--- config.mk ---
export PLATFORM = sky130hd
export DESIGN_NAME = clkq_reset_seq
export DESIGN_NICKNAME = d
export VERILOG_FILES = /design/src/rtl/arst_pkg.sv /design/src/rtl/arst_sync.sv /design/src/rtl/arst_clk_monitor.sv /design/src/rtl/arst_release_ctrl.sv /design/src/rtl/clkq_reset_seq.sv
export SDC_FILE = /design/constraint.sdc
export NUM_CORES = 1
export LEC_CHECK = 0
export ABC_AREA = 1
export ABC_CLOCK_PERIOD_IN_PS = 1900
export CAP_MARGIN = 30
export CORE_ASPECT_RATIO = 1.2
export CORE_UTILIZATION = 40
export CTS_CLUSTER_SIZE = 20
export DETAILED_ROUTE_END_ITERATION = 8
export RECOVER_POWER = 25
export SETUP_SLACK_MARGIN = 0.3
export SLEW_MARGIN = 40
export SYNTH_ARGS = -nofsm -noshare
export SYNTH_HDL_FRONTEND = slang
export SYNTH_SLANG_ARGS = --single-unit
--- constraint.sdc ---
create_clock -name sys_clk -period 1.9 [get_ports sys_clk]
set_input_delay 0.19 -clock sys_clk [delete_from_list [all_inputs] [get_ports sys_clk]]
set_output_delay 0.19 -clock sys_clk [all_outputs]
set_load 0.03 [all_outputs]
--- src/rtl/arst_pkg.sv ---
package arst_pkg;
   typedef enum logic [1:0] {
      ST_RUN   = 2'd0,
      ST_HELD  = 2'd1,
      ST_COUNT = 2'd2
   } rst_state_e;
endpackage

--- src/rtl/arst_sync.sv ---
module arst_sync #(
   parameter int unsigned       WIDTH   = 1,
   parameter int unsigned       STAGES  = 2,
   parameter logic [WIDTH-1:0]  RST_VAL = '0
) (
   input  logic             clk,
   input  logic             rst_n,
   input  logic [WIDTH-1:0] din,
   output logic [WIDTH-1:0] dout
);
   if (STAGES < 2) begin : g_bad_stages
      $error("arst_sync: STAGES must be at least 2");
   end

   logic [WIDTH-1:0] stg [STAGES];

   for (genvar s = 0; s < STAGES; s++) begin : g_stage
      always_ff @(posedge clk or negedge rst_n) begin
         if (!rst_n) begin
            stg[s] <= RST_VAL;
         end else if (s == 0) begin
            stg[s] <= din;
         end else begin
            stg[s] <= stg[(s == 0) ? 0 : s-1];
         end
      end
   end

   assign dout = stg[STAGES-1];
endmodule

--- src/rtl/arst_clk_monitor.sv ---
module arst_clk_monitor #(
   parameter int unsigned SYS_PER_FRAME = 256,
   parameter int unsigned BCK_PER_FRAME = 64,
   parameter int unsigned LOCK_FRAMES   = 2
) (
   input  logic clk,
   input  logic rst_n,
   input  logic bck_s,
   input  logic lrck_s,
   output logic locked
);
   localparam int unsigned TIMEOUT = 2 * SYS_PER_FRAME;
   localparam int unsigned CW      = $clog2(TIMEOUT + 1);
   localparam int unsigned RW      = $clog2(LOCK_FRAMES + 1);

   if (SYS_PER_FRAME < 4) begin : g_bad_sys
      $error("arst_clk_monitor: SYS_PER_FRAME too small");
   end
   if (2 * BCK_PER_FRAME > SYS_PER_FRAME) begin : g_bad_bck
      $error("arst_clk_monitor: bit clock cannot be resolved");
   end
   if (LOCK_FRAMES < 1) begin : g_bad_lock
      $error("arst_clk_monitor: LOCK_FRAMES must be at least 1");
   end

   logic          bck_q, lrck_q;
   logic          bck_rise, frame_start;
   logic [CW-1:0] sys_cnt, bck_cnt;
   logic [CW:0]   bck_total;
   logic [RW-1:0] run;
   logic          armed, good;

   assign bck_rise    = bck_s & ~bck_q;
   assign frame_start = lrck_s & ~lrck_q;
   assign bck_total   = {1'b0, bck_cnt} + (CW+1)'(bck_rise);
   assign good        = (sys_cnt == CW'(SYS_PER_FRAME - 1)) &&
                        (bck_total == (CW+1)'(BCK_PER_FRAME));

   always_ff @(posedge clk or negedge rst_n) begin
      if (!rst_n) begin
         bck_q   <= 1'b0;
         lrck_q  <= 1'b0;
         sys_cnt <= '0;
         bck_cnt <= '0;
         run     <= '0;
         armed   <= 1'b0;
      end else begin
         bck_q  <= bck_s;
         lrck_q <= lrck_s;
         if (frame_start) begin
            sys_cnt <= '0;
            bck_cnt <= '0;
            armed   <= 1'b1;
            if (!armed || !good) begin
               run <= '0;
            end else if (run != RW'(LOCK_FRAMES)) begin
               run <= run + 1'b1;
            end
         end else begin
            if (bck_rise && (bck_cnt != '1)) begin
               bck_cnt <= bck_cnt + 1'b1;
            end
            if (sys_cnt == CW'(TIMEOUT - 1)) begin
               run   <= '0;
               armed <= 1'b0;
            end else begin
               sys_cnt <= sys_cnt + 1'b1;
            end
         end
      end
   end

   assign locked = (run == RW'(LOCK_FRAMES));

   assert_len_loss_R3: assert property (@(posedge clk) disable iff (!rst_n)
      (frame_start && armed && sys_cnt != CW'(SYS_PER_FRAME - 1)) |=> !locked);

   assert_edge_loss_R4: assert property (@(posedge clk) disable iff (!rst_n)
      (frame_start && bck_total != (CW+1)'(BCK_PER_FRAME)) |=> !locked);

   assert_timeout_R5: assert property (@(posedge clk) disable iff (!rst_n)
      (!frame_start && sys_cnt == CW'(TIMEOUT - 1)) |=> !locked);

   assert_lock_on_frame_R2: assert property (@(posedge clk) disable iff (!rst_n)
      $rose(locked) |-> $past(frame_start));
endmodule

--- src/rtl/arst_release_ctrl.sv ---
module arst_release_ctrl
   import arst_pkg::*;
#(
   parameter int unsigned RELEASE_CYCLES = 3846,
   parameter int unsigned CNT_W          = 12
) (
   input  logic clk,
   input  logic rst_n,
   input  logic pin_s,
   input  logic locked,
   output logic core_rst
);
   if (RELEASE_CYCLES < 1 || RELEASE_CYCLES > (1 << CNT_W)) begin : g_bad_cnt
      $error("arst_release_ctrl: RELEASE_CYCLES does not fit CNT_W");
   end

   localparam logic [CNT_W-1:0] LAST = CNT_W'(RELEASE_CYCLES - 1);

   rst_state_e       state, state_nxt;
   logic [CNT_W-1:0] cnt, cnt_nxt;
   logic             pin_q, pin_fall;
   logic             pending, pending_nxt;

   assign pin_fall = pin_q & ~pin_s;

   always_comb begin
      state_nxt   = state;
      cnt_nxt     = cnt;
      pending_nxt = pending;
      unique case (state)
         ST_RUN: begin
            if (locked && (pin_fall || pending)) begin
               state_nxt   = ST_HELD;
               pending_nxt = 1'b0;
            end else if (pin_fall) begin
               pending_nxt = 1'b1;
            end
         end
         ST_HELD: begin
            if (pin_s && locked) begin
               state_nxt = ST_COUNT;
               cnt_nxt   = '0;
            end
         end
         ST_COUNT: begin
            if (!pin_s || !locked) begin
               state_nxt = ST_HELD;
               cnt_nxt   = '0;
            end else if (cnt == LAST) begin
               state_nxt = ST_RUN;
            end else begin
               cnt_nxt = cnt + 1'b1;
            end
         end
         default: state_nxt = ST_HELD;
      endcase
   end

   always_ff @(posedge clk or negedge rst_n) begin
      if (!rst_n) begin
         state    <= ST_HELD;
         cnt      <= '0;
         pin_q    <= 1'b1;
         pending  <= 1'b0;
         core_rst <= 1'b1;
      end else begin
         state    <= state_nxt;
         cnt      <= cnt_nxt;
         pin_q    <= pin_s;
         pending  <= pending_nxt;
         core_rst <= (state_nxt != ST_RUN);
      end
   end

   assert_fall_asserts_R6: assert property (@(posedge clk) disable iff (!rst_n)
      (!core_rst && locked && pin_fall) |=> core_rst);

   assert_fall_ignored_R7: assert property (@(posedge clk) disable iff (!rst_n)
      (!core_rst && !locked) |=> !core_rst);

   assert_release_count_R9: assert property (@(posedge clk) disable iff (!rst_n)
      $fell(core_rst) |-> ($past(cnt) == LAST && $past(state) == ST_COUNT));

   assert_hold_unlocked_R11: assert property (@(posedge clk) disable iff (!rst_n)
      (core_rst && !locked) |=> core_rst);

   assert_hold_pin_low_R12: assert property (@(posedge clk) disable iff (!rst_n)
      (core_rst && !pin_s) |=> core_rst);
endmodule

--- src/rtl/clkq_reset_seq.sv ---
module clkq_reset_seq #(
   parameter int unsigned SYS_PER_FRAME  = 256,
   parameter int unsigned BCK_PER_FRAME  = 64,
   parameter int unsigned LOCK_FRAMES    = 2,
   parameter int unsigned RELEASE_CYCLES = 3846,
   parameter int unsigned CNT_W          = 12,
   parameter int unsigned SYNC_STAGES    = 2
) (
   input  logic sys_clk,
   input  logic por_n,
   input  logic rst_pin_n,
   input  logic bck_in,
   input  logic lrck_in,
   output logic core_rst,
   output logic clk_ok
);
   logic [2:0] raw_in, sync_out;
   logic       pin_s, bck_s, lrck_s;

   assign raw_in = {rst_pin_n, lrck_in, bck_in};

   arst_sync #(
      .WIDTH   (3),
      .STAGES  (SYNC_STAGES),
      .RST_VAL (3'b100)
   ) u_sync (
      .clk   (sys_clk),
      .rst_n (por_n),
      .din   (raw_in),
      .dout  (sync_out)
   );

   assign bck_s  = sync_out[0];
   assign lrck_s = sync_out[1];
   assign pin_s  = sync_out[2];

   arst_clk_monitor #(
      .SYS_PER_FRAME (SYS_PER_FRAME),
      .BCK_PER_FRAME (BCK_PER_FRAME),
      .LOCK_FRAMES   (LOCK_FRAMES)
   ) u_mon (
      .clk    (sys_clk),
      .rst_n  (por_n),
      .bck_s  (bck_s),
      .lrck_s (lrck_s),
      .locked (clk_ok)
   );

   arst_release_ctrl #(
      .RELEASE_CYCLES (RELEASE_CYCLES),
      .CNT_W          (CNT_W)
   ) u_ctrl (
      .clk      (sys_clk),
      .rst_n    (por_n),
      .pin_s    (pin_s),
      .locked   (clk_ok),
      .core_rst (core_rst)
   );

   assert_powerup_locked_out_R1: assert property (@(posedge sys_clk) disable iff (!por_n)
      $fell(core_rst) |-> $past(clk_ok));
endmodule

* Word-level counts from Yosys, hierarchy flattened
Index checks and enable logic that the tools add are counted.
Word-level totals: bits in registers 48, word-level logic and storage cells 78, output and inout port bits 2, input port bits 5
Operators by class: muxes and demuxes 21, reduce and logical (&&, ||, !) cells 20, bitwise logic cells 6, equality and inequality tests 13, add/sub/neg operators 5
Operators with widths (count):
- 10-bit 2-to-1 mux | 4
- 12-bit 2-to-1 mux | 3
- 12-bit case mux with 2 select lines | 1
- 10-bit by 1-bit adder with 10-bit output (second input constant) | 2
- 2-bit 2-to-1 mux | 8
- 12-bit by 1-bit adder with 12-bit output (second input constant) | 1
- 12-bit equality test (second input constant) | 1
- 10-bit by 1-bit adder with 11-bit output | 1
- 11-bit by 7-bit equality test with 1-bit output (second input constant) | 1
- 10-bit by 8-bit equality test with 1-bit output (second input constant) | 1
- 10-bit by 9-bit equality test with 1-bit output (second input constant) | 1
- 10-bit != test (second input constant) | 1
- 2-bit nonzero test | 5
- 2-bit case mux with 3 select lines | 1
- 2-bit equality test (second input constant) | 2
- 1-bit logical AND | 4
- 1-bit zero test | 4
- 1-bit 2-to-1 mux | 4
- 2-bit by 1-bit != test with 1-bit output (second input constant) | 2
- 2-bit AND reduction | 2
- 1-bit AND | 3
- 1-bit logical OR | 3
- 3-bit by 2-bit != test with 1-bit output (second input constant) | 1
- 3-bit != test (second input constant) | 1
- other kinds (6) | 8

* Depth between registers and ports, before layout
Gate-level depths: netlist (run 1).
depth in word-level cells 9, gate-level depth with buffers 16, mapped depth without buffers 16

* Cells and area by module
A second synthesis (run 1) with hierarchy kept.
Unflattened totals: cell total of the unflattened synthesis 346, area, all modules 2700.1 sq um
Modules (own cells, without submodules):
- arst_clk_monitor | cells each 191, area an instance 1468.9 sq um, seq. area each 625.6 sq um, times used 1
- arst_release_ctrl | cells each 146, area an instance 1056.0 sq um, seq. area each 429.2 sq um, times used 1
- arst_sync | cells each 9, area an instance 175.2 sq um, seq. area each 152.6 sq um, times used 1

* Worst setup path after synthesis (run 1)
Ideal clock, no wire load.
kind flip-flop to flip-flop, start register u_mon.run[0], end register u_ctrl.cnt[4], arrival 1.735 ns, path buffers 1, data required time 1.823 ns, period minus slack after synthesis 1.813 ns, library setup time 0.077 ns, setup slack 0.087 ns, cell stages (with the launch flop) 14, cell sequence dfrtp_1 -> inv_1 -> ha_1 -> nand2_2 -> inv_2 -> nor2_1 -> inv_1 -> nand2_1 -> nor2_1 -> inv_1 -> nand2_4 -> buf_6 -> nand2_1 -> a21oi_1
Between the ends: cells in the longest elaborated chain, start to end 5, elaborated cells on any way between the ends 9, those cells by class eq/ne (3); mux (2); reduce/logical (4)
RTL lines:
- start: declaration | line arst_clk_monitor.sv:30 | logic [RW-1:0] run;
- start signal: assignment | line arst_clk_monitor.sv:57 | run <= run + 1'b1;
- 2-bit equality test (*) | line arst_clk_monitor.sv:73 | assign locked = (run == RW'(LOCK_FRAMES));
- named net clk_ok | line clkq_reset_seq.sv:15 | output logic clk_ok
- 1-bit zero test | line arst_release_ctrl.sv:46 | if (!pin_s || !locked) begin
- 1-bit logical OR | line arst_release_ctrl.sv:46
- 3-bit by 2-bit != test with 1-bit output (no source line) or 12-bit 2-to-1 mux (tied branches)
- 3-bit AND reduction (no source line) or 12-bit case mux with 2 select lines (tied branches)
- end signal: assignment | line arst_release_ctrl.sv:68 | cnt <= cnt_nxt;
- end: declaration | line arst_release_ctrl.sv:20 | logic [CNT_W-1:0] cnt, cnt_nxt;
Mark *: on every way through the listed nets, which the timed path passes. The rest lies on a longest branch. A chain may end at the register's enable or synchronous reset.

* Worst setup path in the final report (run 1)
start register u_sync.stg (netlist bit u_sync.dout[0]), end register u_mon.run[1]
Between the ends: cells in the longest elaborated chain, start to end 8, elaborated cells on any way between the ends 10, those cells by class add/sub (1); eq/ne (2); mux (2); bitwise (1); reduce/logical (4)
RTL lines:
- start: declaration | line arst_sync.sv:15 | logic [WIDTH-1:0] stg [STAGES];
- start signal: indexed assignment | line arst_sync.sv:22 | stg[s] <= din;
- start signal: indexed assignment | line arst_sync.sv:24 | stg[s] <= stg[(s == 0) ? 0 : s-1];
- 1-bit AND (*) | line arst_clk_monitor.sv:33 | assign bck_rise = bck_s & ~bck_q;
- 10-bit by 1-bit adder with 11-bit output (*) | line arst_clk_monitor.sv:35 | assign bck_total = {1'b0, bck_cnt} + (CW+1)'(bck_rise);
- 11-bit by 7-bit equality test with 1-bit output (*) | line arst_clk_monitor.sv:37 | (bck_total == (CW+1)'(BCK_PER_FRAME));
- 1-bit logical AND (*) | line arst_clk_monitor.sv:36 | assign good = (sys_cnt == CW'(SYS_PER_FRAME - 1)) &&
- 1-bit zero test (*) | line arst_clk_monitor.sv:54 | if (!armed || !good) begin
- 1-bit logical OR (*) | line arst_clk_monitor.sv:54
- 3-bit != test (no source line) or 2-bit 2-to-1 mux (tied branches)
- 2-bit AND reduction (no source line) or 2-bit 2-to-1 mux (tied branches)
Every way passes the cells marked *; elsewhere a longest branch is shown, timed or not.

==> results of run 1 <==
==> area by class of cell <==
cell class,instances,area (µm²)
Clock buffer,6,72.6
Tap cell,85,106
Clock inverter,2,35.0
Multi-Input combinational cell,242,1640
Inverter,46,193
Sequential cell,48,1210
Timing Repair Buffer,39,338
Fill cell,590,2850
==> stage by stage <==
stage / setup slack [ns] / power (mW) / cells / utilization (%)
2_1_floorplan: 0.238 / 1.24 / 339 / -
3_3_place_gp: 0.139 / 1.30 / 440 / 46.0
3_5_place_dp: 0.0856 / 1.31 / 440 / 46.0
4_1_cts: 0.114 / 2.06 / 463 / 51.9
5_1_grt: -0.0204 / 2.16 / 468 / 55.7
6_report: 0.135 / 2.06 / 468 / 55.7
==> worst max-delay path, stage by stage (launching register included) <==
cell,delay [ns]
sky130_fd_sc_hd__dfrtp_1,0.38
sky130_fd_sc_hd__inv_2,0.05
sky130_fd_sc_hd__nor2_4,0.12
sky130_fd_sc_hd__ha_4,0.17
sky130_fd_sc_hd__ha_4,0.20
sky130_fd_sc_hd__nor3_4,0.14
sky130_fd_sc_hd__nand3b_1,0.08
sky130_fd_sc_hd__nor2_1,0.13
sky130_fd_sc_hd__nand2_1,0.06
sky130_fd_sc_hd__nor2_1,0.09
sky130_fd_sc_hd__nand3_1,0.08
sky130_fd_sc_hd__nand2_1,0.08
sky130_fd_sc_hd__nand2_1,0.06
sky130_fd_sc_hd__nand2_1,0.06
==> synth_stat cells (2+ instances only) <==
library cell	n	share of area (%)
sky130_fd_sc_hd__nand2_4	2	0.84
sky130_fd_sc_hd__nand2_1	75	10
sky130_fd_sc_hd__nand2_2	7	1.6
sky130_fd_sc_hd__a211oi_1	2	0.56
sky130_fd_sc_hd__a221oi_1	2	0.65
sky130_fd_sc_hd__nor2_4	2	0.84
sky130_fd_sc_hd__nor3_1	14	2.6
sky130_fd_sc_hd__xor2_1	7	2.3
sky130_fd_sc_hd__nor2_2	5	1.2
sky130_fd_sc_hd__nand3_1	20	3.7
sky130_fd_sc_hd__dfstp_2	5	4.9
sky130_fd_sc_hd__o21a_1	2	0.56
sky130_fd_sc_hd__inv_1	44	6.1
sky130_fd_sc_hd__nand3b_1	5	1.4
sky130_fd_sc_hd__inv_2	2	0.28
sky130_fd_sc_hd__a31oi_1	3	0.70
sky130_fd_sc_hd__a21oi_1	17	3.2
sky130_fd_sc_hd__nand4_1	5	1.2
sky130_fd_sc_hd__ha_1	11	5.1
sky130_fd_sc_hd__dfrtp_1	43	40
sky130_fd_sc_hd__o21ai_1	5	0.93
sky130_fd_sc_hd__o21ai_0	15	2.8
sky130_fd_sc_hd__nor2_1	35	4.9
==> cell families after synthesis <==
group	count (synthesis)	share of synthesized area [%]
buffers and inverters	49	7.17
AO/OA/AOI/OAI	50	10.7
flip-flops	48	44.9
XOR/XNOR	8	2.61
adder cells (fa/ha/maj)	11	5.12
AND/OR/NAND/NOR	173	29.5
==> per-layer routing <==
metal | track usage [%] | vias to the layer above | part of all wire (%)
met2 | 34.7 | 15 | 53
li1 | - | 1196 | -
met4 | 6.89 | 0 | 1.7
met1 | 20.9 | 1116 | 43
met5 | 0 | - | 0
met3 | 3.08 | 9 | 1.7
==> path summary, 6_finish.rpt <==
path / slack (ns) / depth (start not counted) / start / to
worst max-delay path: 0.13 / 13 / u_sync.dout[0]$_DFF_PN0_ / u_mon.run[1]$_DFFE_PN0P_
worst min-delay path: 0.36 / 0 / u_sync.stg[4]$_DFF_PN0_ / u_sync.dout[1]$_DFF_PN0_
worst max register to register: 0.13 / 13 / u_sync.dout[0]$_DFF_PN0_ / u_mon.run[1]$_DFFE_PN0P_
worst min register to register: 0.36 / 0 / u_sync.stg[4]$_DFF_PN0_ / u_sync.dout[1]$_DFF_PN0_
max in group asynchronous: 0.90 / 3 / por_n / u_sync.dout[2]$_DFF_PN1_
min in group asynchronous: 0.37 / 2 / por_n / u_ctrl.cnt[3]$_DFFE_PN0P_
==> cells in the final DEF (no fill, tap or decap), types with 3 or more instances in the layout <==
| cell type | n |
|---|---|
| sky130_fd_sc_hd__o21ai_0 | 11 |
| sky130_fd_sc_hd__nor2_2 | 7 |
| sky130_fd_sc_hd__nor3_1 | 10 |
| sky130_fd_sc_hd__a21oi_1 | 12 |
| sky130_fd_sc_hd__inv_4 | 5 |
| sky130_fd_sc_hd__o21ai_1 | 7 |
| sky130_fd_sc_hd__buf_4 | 25 |
| sky130_fd_sc_hd__xor2_1 | 7 |
| sky130_fd_sc_hd__buf_6 | 6 |
| sky130_fd_sc_hd__nand2_4 | 8 |
| sky130_fd_sc_hd__nand3_1 | 12 |
| sky130_fd_sc_hd__dfstp_2 | 5 |
| sky130_fd_sc_hd__nand2_2 | 11 |
| sky130_fd_sc_hd__a31oi_1 | 3 |
| sky130_fd_sc_hd__a21oi_2 | 4 |
| sky130_fd_sc_hd__ha_1 | 3 |
| sky130_fd_sc_hd__nand3_2 | 7 |
| sky130_fd_sc_hd__nand2_1 | 64 |
| sky130_fd_sc_hd__dfrtp_1 | 39 |
| sky130_fd_sc_hd__nand4_1 | 5 |
| sky130_fd_sc_hd__inv_2 | 8 |
| sky130_fd_sc_hd__clkbuf_8 | 5 |
| sky130_fd_sc_hd__nor2_4 | 9 |
| sky130_fd_sc_hd__dfrtp_2 | 4 |
| sky130_fd_sc_hd__nor2_1 | 26 |
| sky130_fd_sc_hd__nand3b_1 | 5 |
| sky130_fd_sc_hd__ha_4 | 7 |
| sky130_fd_sc_hd__inv_1 | 32 |
| sky130_fd_sc_hd__dlygate4sd3_1 | 4 |
==> power breakdown <==
part / switching [mW] / leakage (nW) / internal [mW]
logic: 0.112 / 0.942 / 0.0893
registers: 0.0504 / 0.614 / 1.07
clock network: 0.349 / 0.0552 / 0.391
==> sequential cells by signal, summed over array words and instances, names as in the netlist <==
signal	count
u_ctrl.cnt	12
u_ctrl.core_rst	1
u_ctrl.pending	1
u_ctrl.pin_q	1
u_ctrl.state	2
u_mon.armed	1
u_mon.bck_cnt	10
u_mon.bck_q	1
u_mon.lrck_q	1
u_mon.run	2
u_mon.sys_cnt	10
u_sync.dout	3
u_sync.stg	3
==> repair_timing <==
action	4_1_cts	5_1_grt
hold buffers	1	0
hold endpoints to repair	16	0
gates resized for setup	45	57
endpoints found under the setup margin	28	28
buffers inserted	14	5
pin swaps	13	23
==> metrics list, run 1 <==
* Run status: complete, no violations
- 7 I/O pins were placed.
* Routed Antenna Nets: 0
* Type of element capturing the critical path: register
- On the final layout, the worst hold slack is 0.360 ns.
- In the global route stage, overall resource usage came out at 18.6%.
- Total wire length: 6.15 mm
* HPWL after DPL: 4.23 mm
* CTS tree: yes
* Instance count of the mapped netlist: 339
- Synthesis inferred 48 register bits.
- The die is between 90 and 100 µm tall.
- Area of the die: 0.00706 mm²
* Clock sink count: 48
* Most instantiated flip-flop cell in the synthesis netlist: sky130_fd_sc_hd__dfrtp_1
- Peak supply drop: 0.323 mV
- In the finished design, the share of the clock period the worst path needs comes to 92.9%.
* Fraction of layout cells with a size suffix above 1: 33.7%
* Initial core utilization: 41.7%
* Critical path class: reg -> reg
- Global placement routability congestion: just over 0.9
* Cell area after placement: 0.00297 mm²
- Horizontal die dimension: 76.8 µm
- Iter 0 DRT Violations: 80
- In this run the tool buffered the top-level ports with 6 buffer cells.
- Required arrival time at the worst endpoint: ~2.1 ns
- After detailed routing, the number of remaining DRC violations is 0.
- Post-synthesis average cell area: 7.93 µm²
* Finished Cell Area: 0.00359 mm²
- For this run, the top clock speed supported by timing is 0.566 GHz.
* Vias in the first global route: 2,362
- Number of search-and-repair iterations in the first detailed-routing pass: 4
- Worst slew margin relative to its limit: 70.5%
- The max-slew violation total from the final report was 0.
- At the later pin of the worst-skew pair, clock insertion delay measures 0.31 ns.
- CTS buffer count: 5
- Row generation in the floorplan step produced 32 rows.
- Sequential elements use 44.9% of the synthesized area.
- Class of the most critical hold timing path: reg -> reg
- Unrepaired setup endpoints after global routing: yes
- Pin count of the biggest net entering global routing: 21
- For the finished layout, the period the worst path requires is approximately 1.8 ns.
* Net count reported at finish: just under 400
- The H-tree generated during clock tree synthesis spans 2 levels.
* Clock transition at the registers of the reported paths: 0.10 ns
* DR vias/cell: approximately 5.0
- Total of max-cap violations: 0
* Synthesis Warnings: 0
* Post-synthesis net count: 355
* Number of vias in the routed layout: between 2,000 and 2,500
- Setup violators final: 0
* Routed wire per std cell: between 10 and 15 µm
- Cell area power density: 574 mW/mm²
- The area growth from synthesis to layout is 33.6%.
- Netlist area before placement: between 0.002 and 0.003 mm²
- In this run the static leakage power is 1.61 nW.
- The number of antenna diodes in the final layout is 0.
* Number of flops mapped to enable cells by yosys: 0
* Critical path fanouts, max: 2
- Cell variety after synth: 34
* Cell chosen for the clock root: sky130_fd_sc_hd__clkbuf_8
- The total count of hold-check failures in the final report came to 0.
* Setup TNS after final layout: 0 ns
- In the synthesized netlist the async set-or-reset flop fraction comes to 100%.
* First-pass GRT wire length: 10.5 mm
* Maximum number of buffers from clock root to sink: 2
* Launching element type of the critical path: register
- The number of antenna violations at the first check in global routing came to 0.
- For the final database, setup skew stands at 0.0126 ns.
- For the pin with the worst max-slew slack, the measured transition is 0.442 ns.
* CP Data Arrival Time: 2.00 ns
- Total core area: 0.00645 mm²
* Global route total overflow: 0
Power figures use the tool's default switching activity.
==> run 2: changes to the inputs <==
CAP_MARGIN = unset   (was 30)
==> results of run 2 <==
Same layout as run 1: the final DEF is identical, and so are final timing and power.
==> run 3: changes to the inputs <==
CAP_MARGIN = 0   (was unset)
CTS_CLUSTER_SIZE = unset   (was 20)
==> results of run 3 <==
Same layout as run 1: the final DEF is identical, and so are final timing and power.
